`config.mk`:
```
export PLATFORM = sky130hd
export DESIGN_NAME = stk_seq
export DESIGN_NICKNAME = d
export VERILOG_FILES = /design/src/rtl/stk_pkg.sv /design/src/rtl/stk_ctrl.sv /design/src/rtl/stk_dp.sv /design/src/rtl/stk_cc.sv /design/src/rtl/stk_seq.sv
export SDC_FILE = /design/constraint.sdc
export NUM_CORES = 1
export LEC_CHECK = 0
export BUFFER_PORTS_ARGS = -buffer_cell sky130_fd_sc_hd__buf_2
export CAP_MARGIN = 10
export CORE_AREA = 2 2 76 78
export CTS_CLUSTER_SIZE = 8
export DETAILED_ROUTE_END_ITERATION = 16
export DIE_AREA = 0 0 78 80
export PLACE_DENSITY = 0.93
export SYNTH_ARGS = -nofsm -noshare
export SYNTH_HDL_FRONTEND = slang
export SYNTH_SLANG_ARGS = --single-unit
```
`constraint.sdc`:
```
create_clock -name clk -period 5.9 [get_ports clk]
set_input_delay 1.18 -clock clk [delete_from_list [all_inputs] [get_ports clk]]
set_output_delay 1.18 -clock clk [all_outputs]
set_load 0.005 [all_outputs]
```
`src/rtl/stk_pkg.sv`:
```
package stk_pkg;

  typedef enum logic [2:0] {
    S_IDLE,
    S_PU_DEC,
    S_PU_SRC,
    S_PU_MEM,
    S_PO_ADR,
    S_PO_MEM,
    S_PO_WB,
    S_PO_INC
  } stk_state_e;

  // per-state datapath controls
  typedef struct packed {
    logic rd_sp;     // read port addresses the stack pointer
    logic ld_addr;   // load address register
    logic addr_sum;  // address register takes adder output
    logic ld_wdat;   // capture store data from register file
    logic cap_rdat;  // capture load data from memory
    logic mem_en;
    logic mem_we;
    logic rf_we;
    logic wr_sp;     // write targets the stack pointer with adder output
    logic step_dn;   // adder subtracts the step
    logic ld_cc;
    logic done;
  } stk_ctl_t;

endpackage

```
`src/rtl/stk_ctrl.sv`:
```
module stk_ctrl
  import stk_pkg::*;
#(
  parameter int RW = 3
) (
  input  logic          clk,
  input  logic          rst_n,
  input  logic          start,
  input  logic          is_pop,
  input  logic [RW-1:0] reg_idx,
  input  logic          mem_ready,
  output stk_ctl_t      ctl,
  output logic [RW-1:0] idx_q,
  output logic          pop_q,
  output logic          busy
);

  stk_state_e state_q, state_d;
  logic       accept;

  assign accept = (state_q == S_IDLE) && start;
  assign busy   = (state_q != S_IDLE);

  always_comb begin
    state_d = state_q;
    unique case (state_q)
      S_IDLE:   if (start) state_d = is_pop ? S_PO_ADR : S_PU_DEC;
      S_PU_DEC: state_d = S_PU_SRC;
      S_PU_SRC: state_d = S_PU_MEM;
      S_PU_MEM: if (mem_ready) state_d = S_IDLE;
      S_PO_ADR: state_d = S_PO_MEM;
      S_PO_MEM: if (mem_ready) state_d = S_PO_WB;
      S_PO_WB:  state_d = S_PO_INC;
      S_PO_INC: state_d = S_IDLE;
      default:  state_d = S_IDLE;
    endcase
  end

  always_ff @(posedge clk or negedge rst_n) begin
    if (!rst_n) state_q <= S_IDLE;
    else        state_q <= state_d;
  end

  always_ff @(posedge clk or negedge rst_n) begin
    if (!rst_n) begin
      idx_q <= '0;
      pop_q <= 1'b0;
    end else if (accept) begin
      idx_q <= reg_idx;
      pop_q <= is_pop;
    end
  end

  always_comb begin
    ctl = '0;
    unique case (state_q)
      S_PU_DEC: begin
        ctl.rd_sp    = 1'b1;
        ctl.ld_addr  = 1'b1;
        ctl.addr_sum = 1'b1;
        ctl.rf_we    = 1'b1;
        ctl.wr_sp    = 1'b1;
        ctl.step_dn  = 1'b1;
      end
      S_PU_SRC: ctl.ld_wdat = 1'b1;
      S_PU_MEM: begin
        ctl.mem_en = 1'b1;
        ctl.mem_we = 1'b1;
        ctl.done   = mem_ready;
      end
      S_PO_ADR: begin
        ctl.rd_sp   = 1'b1;
        ctl.ld_addr = 1'b1;
      end
      S_PO_MEM: begin
        ctl.mem_en   = 1'b1;
        ctl.cap_rdat = mem_ready;
      end
      S_PO_WB: begin
        ctl.rf_we = 1'b1;
        ctl.ld_cc = 1'b1;
      end
      S_PO_INC: begin
        ctl.rd_sp = 1'b1;
        ctl.rf_we = 1'b1;
        ctl.wr_sp = 1'b1;
        ctl.done  = 1'b1;
      end
      default: ctl = '0;
    endcase
  end

  // completion is a single-cycle pulse
  p_done_pulse_r7: assert property (@(posedge clk) disable iff (!rst_n)
    ctl.done |=> !ctl.done);

  // the latched index cannot change mid-instruction
  p_idx_hold_r8: assert property (@(posedge clk) disable iff (!rst_n)
    (busy && !ctl.done) |=> $stable(idx_q) && $stable(pop_q));

  // a read access waits for ready
  p_wait_ready_r6: assert property (@(posedge clk) disable iff (!rst_n)
    (state_q == S_PO_MEM && !mem_ready) |=> state_q == S_PO_MEM);

endmodule

```
`src/rtl/stk_dp.sv`:
```
module stk_dp
  import stk_pkg::*;
#(
  parameter int DW = 16,
  parameter int RW = 3,
  parameter int SP = 6
) (
  input  logic          clk,
  input  logic          rst_n,
  input  stk_ctl_t      ctl,
  input  logic [RW-1:0] idx_q,
  input  logic [DW-1:0] rf_rd_data,
  input  logic [DW-1:0] mem_rdata,
  output logic [RW-1:0] rf_rd_idx,
  output logic          rf_we,
  output logic [RW-1:0] rf_wr_idx,
  output logic [DW-1:0] rf_wr_data,
  output logic          mem_en,
  output logic          mem_we,
  output logic [DW-1:0] mem_addr,
  output logic [DW-1:0] mem_wdata,
  output logic [DW-1:0] load_val
);

  localparam logic [RW-1:0] SP_IDX = RW'(SP);
  localparam logic [DW-1:0] STEP   = DW'(2);

  logic [DW-1:0] addr_q, data_q, sum;

  assign sum        = ctl.step_dn ? (rf_rd_data - STEP) : (rf_rd_data + STEP);
  assign rf_rd_idx  = ctl.rd_sp ? SP_IDX : idx_q;
  assign rf_we      = ctl.rf_we;
  assign rf_wr_idx  = ctl.wr_sp ? SP_IDX : idx_q;
  assign rf_wr_data = ctl.wr_sp ? sum : data_q;
  assign mem_en     = ctl.mem_en;
  assign mem_we     = ctl.mem_we;
  assign mem_addr   = addr_q;
  assign mem_wdata  = data_q;
  assign load_val   = data_q;

  always_ff @(posedge clk or negedge rst_n) begin
    if (!rst_n)           addr_q <= '0;
    else if (ctl.ld_addr) addr_q <= ctl.addr_sum ? sum : rf_rd_data;
  end

  always_ff @(posedge clk or negedge rst_n) begin
    if (!rst_n)            data_q <= '0;
    else if (ctl.ld_wdat)  data_q <= rf_rd_data;
    else if (ctl.cap_rdat) data_q <= mem_rdata;
  end

endmodule

```
`src/rtl/stk_cc.sv`:
```
module stk_cc #(
  parameter int DW = 16
) (
  input  logic          clk,
  input  logic          rst_n,
  input  logic          ld,
  input  logic [DW-1:0] val,
  output logic [2:0]    cc
);

  logic [2:0] cc_d;

  always_comb begin
    if (val[DW-1])       cc_d = 3'b100;
    else if (val == '0)  cc_d = 3'b010;
    else                 cc_d = 3'b001;
  end

  always_ff @(posedge clk or negedge rst_n) begin
    if (!rst_n)  cc <= 3'b010;
    else if (ld) cc <= cc_d;
  end

  // exactly one flag set at all times
  p_cc_onehot_r4: assert property (@(posedge clk) disable iff (!rst_n)
    $countones(cc) == 1);

endmodule

```
`src/rtl/stk_seq.sv`:
```
module stk_seq
  import stk_pkg::*;
#(
  parameter int DW = 16,
  parameter int RW = 3,
  parameter int SP = 6
) (
  input  logic          clk,
  input  logic          rst_n,
  input  logic          start,
  input  logic          op_pop,
  input  logic [RW-1:0] reg_sel,
  output logic          done,
  output logic [RW-1:0] rf_rd_idx,
  input  logic [DW-1:0] rf_rd_data,
  output logic          rf_we,
  output logic [RW-1:0] rf_wr_idx,
  output logic [DW-1:0] rf_wr_data,
  output logic          mem_en,
  output logic          mem_we,
  output logic [DW-1:0] mem_addr,
  output logic [DW-1:0] mem_wdata,
  input  logic [DW-1:0] mem_rdata,
  input  logic          mem_ready,
  output logic [2:0]    cc_nzp
);

  logic          rst_m, rst_q;
  stk_ctl_t      ctl;
  logic [RW-1:0] idx_q;
  logic          pop_q, busy;
  logic [DW-1:0] load_val;

  // reset: asserted at once, released on the clock
  always_ff @(posedge clk or negedge rst_n) begin
    if (!rst_n) begin
      rst_m <= 1'b0;
      rst_q <= 1'b0;
    end else begin
      rst_m <= 1'b1;
      rst_q <= rst_m;
    end
  end

  stk_ctrl #(.RW(RW)) u_ctrl (
    .clk       (clk),
    .rst_n     (rst_q),
    .start     (start),
    .is_pop    (op_pop),
    .reg_idx   (reg_sel),
    .mem_ready (mem_ready),
    .ctl       (ctl),
    .idx_q     (idx_q),
    .pop_q     (pop_q),
    .busy      (busy)
  );

  stk_dp #(.DW(DW), .RW(RW), .SP(SP)) u_dp (
    .clk        (clk),
    .rst_n      (rst_q),
    .ctl        (ctl),
    .idx_q      (idx_q),
    .rf_rd_data (rf_rd_data),
    .mem_rdata  (mem_rdata),
    .rf_rd_idx  (rf_rd_idx),
    .rf_we      (rf_we),
    .rf_wr_idx  (rf_wr_idx),
    .rf_wr_data (rf_wr_data),
    .mem_en     (mem_en),
    .mem_we     (mem_we),
    .mem_addr   (mem_addr),
    .mem_wdata  (mem_wdata),
    .load_val   (load_val)
  );

  stk_cc #(.DW(DW)) u_cc (
    .clk   (clk),
    .rst_n (rst_q),
    .ld    (ctl.ld_cc),
    .val   (load_val),
    .cc    (cc_nzp)
  );

  assign done = ctl.done;

  // access held steady until ready
  p_mem_hold_r6: assert property (@(posedge clk) disable iff (!rst_q)
    (mem_en && !mem_ready) |=> mem_en && $stable(mem_addr) && $stable(mem_we)
                               && $stable(mem_wdata));

  // flags untouched while a push runs
  p_push_keeps_cc_r5: assert property (@(posedge clk) disable iff (!rst_q)
    (busy && !pop_q) |=> $stable(cc_nzp));

  // a push never reads memory
  p_push_writes_r1: assert property (@(posedge clk) disable iff (!rst_q)
    (mem_en && !pop_q) |-> mem_we);

endmodule

```
==> results.yml, run 1 <==
status:
  outcome: "completed"
die:
  initial_utilization_pct: 51.9
  core_um2: 5410
  rows: 27
  dieArea_um2: 6240
  die_w_um: 78
  die_h_um: 80
  pin_count: 101
synth:
  synthDistinctLibCells: 53
  synth-edff-count: 0
  synth.avg_cell_area_um2: 8.20
  yosysWarnings: 0
  async_reset_ff_share_pct: 100
  synth-seq-cells: 43
  ys.flop_type: "dfrtp_1"
  syn_nets: 383
  synth-seq-area-share_pct: 38.4
  synth_area_um2: 2810
  synth_cells: 342
placement:
  placedCellCount: 488
  dp_hpwl_um: 6350
  port_buffers: 100
  pre_cts_slack_ns: 1.45
  place.gp.congestion: 0.929
power:
  p_sw_share_pct: 43.3
  switchingPower_w: 0.000779
  power.density_nw_per_um2: 530
  p_total_w: 0.00180
  irDropWorstVdd_mv: 0.374
  power_frac_comb_pct: 54.4
  p_int_w: 0.00102
  power_leakage_nw: 1.55
  p_seq_share_pct: 31.8
  clkPwrFrac_pct: 13.8
route:
  ant_nets: 0
  vias: 2980
  dr.pass1.iters: 5
  drt_iter0_markers: 272
  drc: 0
  via_per_inst: 6.00
  wirelength_um: 8510
  post_drt_wl_per_cell_um: 17.1
timing:
  finalClockSkew_ns: 0.00610
  rsz0062_at_grt: "false"
  setup_tns_ns: 0
  slew_headroom_pct: 37.2
  whs_ns: 0.351
  setup_viol: 0
  worst_pin_slew_ns: 0.938
  final-hold-violation-count: 0
  max_freq_mhz: 211
  final_min_period_over_clock_period_pct: 80.4
  slew_viol_final: 0
  setup_ws_ns: 1.16
  min_period_ns: 4.74
setup_path:
  r2r_end: "u_dp.mem_addr[13]$_DFFE_PN0P_"
  crit_required_ns: 4.72
  crit_top_cell: "xnor2_1"
  path_buf_inv: 1
  critical_path_class: "register to output port"
  end_kind: "output port"
  cpMaxStageDelayCell: "or3b_1"
  reg2reg_depth: 8
  regToRegSetupSlack_ns: 2.81
  worstSetupStartpointType: "register"
  startpoint: "u_ctrl.state_q[1]$_DFFE_PN0P_"
  critPathMaxStageDelay_ns: 0.71
  worst_r2r_startpoint: "u_ctrl.state_q[1]$_DFFE_PN0P_"
  cp.arrival_ns: 3.56
  critPathTopFamily: "simple AND/OR/NAND/NOR gates"
  cp_max_fo: 21
  crit_chain: "or3b_1 > xnor2_1 > ha_1 > nor4_1 > nand2_1 > o22ai_1 > xnor2_1 > o21ai_0 > buf_2"
cts:
  path_clk_slew_ns: 0.09
  htree_levels: 2
  clock_sinks: 43
  numCtsBuffers: 5
  clk_path_buf_depth: 2
  cts_hold_buf: 0
  cts_tree: "yes"
  root_buffer: "clkbuf_8"
  cts.repair.resized: 0
  post_cts_buffers: 0
  clk_latency_ns: 0.31
global_routing:
  grt_usage_pct: 27.7
  grt_start_max_net_pins: 37
  overflow: 0
  grt_pass1_wl_um: 13600
  first_global_vias: 2758
  antenna_found_initial: 0
final_layout:
  antennaDiodeCount: 0
  drive_gt1_share_pct: 30.4
  final_common_cell: "buf_2"
  final_cell_mix: "buf_2 (100), nor2_1 (47), nand2_1 (43)"
  final_cells: 497
  syn_to_final_growth_pct: 20.8
  final_net_count: 465
min_path:
  hold_path.class: "register to async pin"
run:
  max_cap_violations: 0
## power by group through the flow
stage | sequential, W | clock (W) | combinational, W
6_report | 0.000572 | 0.000248 | 0.000977
5_1_grt | 0.000593 | 0.000261 | 0.00108
4_1_cts | 0.000569 | 0.000248 | 0.000950
3_5_place_dp | 0.000573 | 0 | 0.000945
3_3_place_gp | 0.000564 | 0 | 0.000913
2_1_floorplan | 0.000540 | 0 | 0.000613
## cells in the mapped netlist, types with 2 or more instances
library cell  instances  share of area (%)
o211ai_1              2               0.54
buf_4                 5                1.3
a31oi_1               2               0.45
or4_4                 3                1.2
mux2i_1               6                2.1
a311oi_1              2               0.62
o21ai_0              32                5.7
xnor2_1              10                3.1
xor2_1                6                1.9
nor2_1               47                6.3
a22oi_1               2               0.54
o22ai_1              14                3.1
nand2b_1              7                1.6
inv_1                 4               0.54
clkbuf_1             11                1.5
nand2_1              43                5.8
a21oi_1              20                3.6
buf_6                 4                1.6
a211oi_1              3               0.80
nand3b_1              3               0.80
nand4_1               3               0.67
nand3_1               9                1.6
nor3_1               11                2.0
and2_1                2               0.45
nor4_1                9                2.0
o221a_2               2               0.80
dfrtp_1              42                 37
buf_2                 6                1.1
a32oi_1               3               0.94
mux2_2                6                2.4
## routing by layer
| metal | up-vias | wire, µm | track usage [%] |
|---|---|---|---|
| met5 | - | 0 | 0 |
| met4 | 0 | 171 | 10.7 |
| met3 | 19 | 659 | 4.86 |
| met2 | 167 | 4160 | 46.0 |
| met1 | 1401 | 3520 | 36.2 |
| li1 | 1393 | - | - |
## cells by family after synthesis
kind of cell	synth area share, %
AOI/OAI and AO/OA	20.1
xor gates and xnor gates	5.00
adders and majority gates	0.446
buffers and inverters	6.69
DFF	38.4
muxes	4.55
other	0.134
and+or+nand+nor	24.7
## how the worst max path moves through the flow
stage | to | cells past startpoint
floorplan | rf_wr_data[7] | 8
global placement | rf_wr_data[13] | 9
finish | rf_wr_data[13] | 9
detailed placement | rf_wr_data[13] | 9
CTS | rf_wr_data[13] | 9
global route | rf_wr_data[13] | 9
## metrics by stage
step,util (%),area (µm²)
finish,62.7,3390
global placement,60.0,3240
detailed placement,60.0,3240
CTS,62.2,3360
global route,62.7,3390
floorplan,-,2810
## worst reg2reg max path, cell delays in order, from the launching register on
cell and delay, ns:
dfrtp_1 0.54, or3b_1 0.71, xnor2_1 0.24, ha_1 0.28, or4_4 0.48, nor2_2 0.32, nand3_1 0.16, nand3_1 0.12
o211ai_1 0.11
## flip-flops by register name, indices dropped and copies added, names as in the netlist
| register | flops |
|---|---|
| rst_m | 1 |
| rst_q | 1 |
| u_cc.cc | 3 |
| u_ctrl.idx_q | 3 |
| u_ctrl.state_q | 3 |
| u_dp.load_val | 16 |
| u_dp.mem_addr | 16 |
## cell type report
type,instances,area [µm²]
Clock buffer,6,82.6
Clock inverter,2,35.0
Fill cell,493,2020
Inverter,4,15.0
Multi-Input combinational cell,267,1550
Sequential cell,43,1080
Tap cell,72,90.1
Timing Repair Buffer,103,543
No activity file was read; power rests on OpenSTA's default activity.
==> inputs of run 2 (changes only) <==
--- a/config.mk
+++ b/config.mk
@@ -7,11 +7,11 @@
 export LEC_CHECK = 0
 export BUFFER_PORTS_ARGS = -buffer_cell sky130_fd_sc_hd__buf_2
 export CAP_MARGIN = 10
-export CORE_AREA = 2 2 76 78
+export CORE_AREA = 2 2 78 80
 export CTS_CLUSTER_SIZE = 8
 export DETAILED_ROUTE_END_ITERATION = 16
-export DIE_AREA = 0 0 78 80
-export PLACE_DENSITY = 0.93
+export DIE_AREA = 0 0 80 82
+export PLACE_DENSITY = 0.89
 export SYNTH_ARGS = -nofsm -noshare
 export SYNTH_HDL_FRONTEND = slang
 export SYNTH_SLANG_ARGS = --single-unit
==> constraint.sdc (replaced) <==
create_clock -name clk -period 4.86 [get_ports clk]
set_input_delay 0.972 -clock clk [delete_from_list [all_inputs] [get_ports clk]]
set_output_delay 0.972 -clock clk [all_outputs]
set_load 0.005 [all_outputs]
==> run 2 against run 1 <==
Non-clock buffer count increased by 3. Sequential share of layout area shrank 0.24 points. Critical path type unchanged. Clock skew grew 0.0037 ns. Utilization down 3.3 points. Via count shrank 1.9%. Sequential power is 20% higher. Clock-buffer cell count stayed put. Critical endpoint is now rf_wr_data[7]. Routed wire length is 0.79% lower. Clock power grew 19%.
==> results.yml, run 2 (synthesis results as in run 1) <==
power:
  p_int_w: 0.00124
  p_sw_share_pct: 42.8
  irDropWorstVdd_mv: 0.418
  power_frac_comb_pct: 54.7
  clkPwrFrac_pct: 13.7
  power.density_nw_per_um2: 634
  power_leakage_nw: 1.56
  p_seq_share_pct: 31.7
  switchingPower_w: 0.000927
final_layout:
  antennaDiodeCount: 0
  drive_gt1_share_pct: 30.8
  final_net_count: 468
  syn_to_final_growth_pct: 21.7
  finalInstanceArea_um2: 3410
  final_common_cell: "buf_2"
  fin_util_pct: 59.4
  final_cell_mix: "buf_2 (100), nor2_1 (47), nand2_1 (43)"
setup_path:
  critPathMaxStageDelay_ns: 0.74
  crit_top_cell: "xnor2_1"
  crit_chain: "or3b_1 > xnor2_1 > ha_1 > or4_4 > nor2_2 > a21oi_1 > xnor2_1 > o21ai_0 > buf_2"
  cp.arrival_ns: 3.42
  critPathTopFamily: "simple AND/OR/NAND/NOR gates"
  cpMaxStageDelayCell: "or3b_1"
  crit_required_ns: 3.89
  end_kind: "output port"
  critical_path_class: "register to output port"
  worstSetupStartpointType: "register"
  cp_max_fo: 21
  path_buf_inv: 1
timing:
  max_freq_mhz: 228
  finalClockSkew_ns: 0.00985
  setup_viol: 0
  slew_headroom_pct: 44.2
  worst_pin_slew_ns: 0.838
  slew_viol_final: 0
  final_min_period_over_clock_period_pct: 90.4
  final-hold-violation-count: 0
  min_period_ns: 4.39
  setup_tns_ns: 0
  rsz0062_at_grt: "false"
cts:
  clk_latency_ns: 0.30
  path_clk_slew_ns: 0.09
  cts_hold_buf: 0
  post_cts_buffers: 0
  clk_path_buf_depth: 2
  cts_tree: "yes"
  htree_levels: 2
  root_buffer: "clkbuf_8"
  numCtsBuffers: 5
  cts.repair.resized: 0
  clock_sinks: 43
route:
  dr_wl_met2_um: 4210
  drc: 0
  ant_nets: 0
  met3RoutedLength_um: 600
  via_per_inst: 5.81
  top_layer: "met4"
  post_drt_wl_per_cell_um: 16.8
  met1_length_um: 3560
  wirelength_um: 8450
  dr.pass1.iters: 4
  vias: 2922
  drt_iter0_markers: 254
die:
  dieArea_um2: 6560
  pin_count: 101
  core_um2: 5750
  initial_utilization_pct: 48.8
  die_w_um: 80
  die_h_um: 82
  rows: 28
global_routing:
  antenna_found_initial: 0
  grt_pass1_wl_um: 13300
  overflow: 0
  first_global_vias: 2644
  grt_start_max_net_pins: 37
  grt_usage_pct: 26.0
run:
  max_cap_violations: 0
min_path:
  hold_path.class: "register to async pin"
placement:
  dpl_cell_area_um2: 3270
  dp_hpwl_um: 6350
  port_buffers: 100
  place.gp.congestion: 0.901
status:
  outcome: "completed"
[run 2: area by class of cell]
type | instances | area [µm²]
Clock inverter | 2 | 35.0
Clock buffer | 6 | 82.6
Inverter | 4 | 15.0
Fill cell | 546 | 2330
Tap cell | 75 | 93.8
Sequential cell | 43 | 1080
Multi-Input combinational cell | 267 | 1550
Timing Repair Buffer | 106 | 566
[run 2: path summary, 6_finish.rpt]
check | from | end | slack [ns] | depth (start not counted)
max | u_ctrl.state_q[2]$_DFFE_PN0P_ | rf_wr_data[7] | 0.47 | 9
min | rst_q$_DFF_PN0_ | u_dp.load_val[13]$_DFFE_PN0P_ | 0.34 | 0
max reg2reg | u_ctrl.state_q[2]$_DFFE_PN0P_ | u_dp.mem_addr[13]$_DFFE_PN0P_ | 1.81 | 8
min reg2reg | rst_q$_DFF_PN0_ | u_dp.load_val[13]$_DFFE_PN0P_ | 0.34 | 0
max in group asynchronous | rst_q$_DFF_PN0_ | u_dp.load_val[4]$_DFFE_PN0P_ | 3.69 | 1
min in group clk | rst_m$_DFF_PN0_ | rst_q$_DFF_PN0_ | 0.37 | 0
[run 2: metrics by stage]
stage                     setup WS (ns)  total power (W)  hold slack (ns)  instances
after global placement            0.879          0.00180            0.336        494
after floorplan                    1.30          0.00140            0.331        342
after global routing              0.227          0.00237            0.382        503
after detailed placement          0.781          0.00184            0.347        494
final                             0.466          0.00216            0.343        503
after CTS                         0.444          0.00214            0.366        502
[run 2: metal layers]
layer / up-vias / global-route usage, %
li1: 1397 / -
met1: 1389 / 34.5
met2: 126 / 43.8
met3: 10 / 5.49
met4: 0 / 5.93
met5: - / 0
[run 2: worst register-to-register path, delay by kind of cell, from the launching register on]
| family | cells | cell delay, ns |
|---|---|---|
| adder cells (fa/ha/maj) | 1 | 0.27 |
| AO/OA/AOI/OAI | 1 | 0.10 |
| XOR/XNOR | 1 | 0.24 |
| flip-flops | 1 | 0.52 |
| AND/OR/NAND/NOR | 5 | 1.80 |
[run 2: power by group through the flow]
stage	sequential [W]	combinational (W)	clock, W
after floorplan	0.000655	0.000744	0
after global placement	0.000680	0.00112	0
after detailed placement	0.000691	0.00114	0
after CTS	0.000685	0.00115	0.000300
after global routing	0.000713	0.00133	0.000318
final	0.000685	0.00118	0.000296
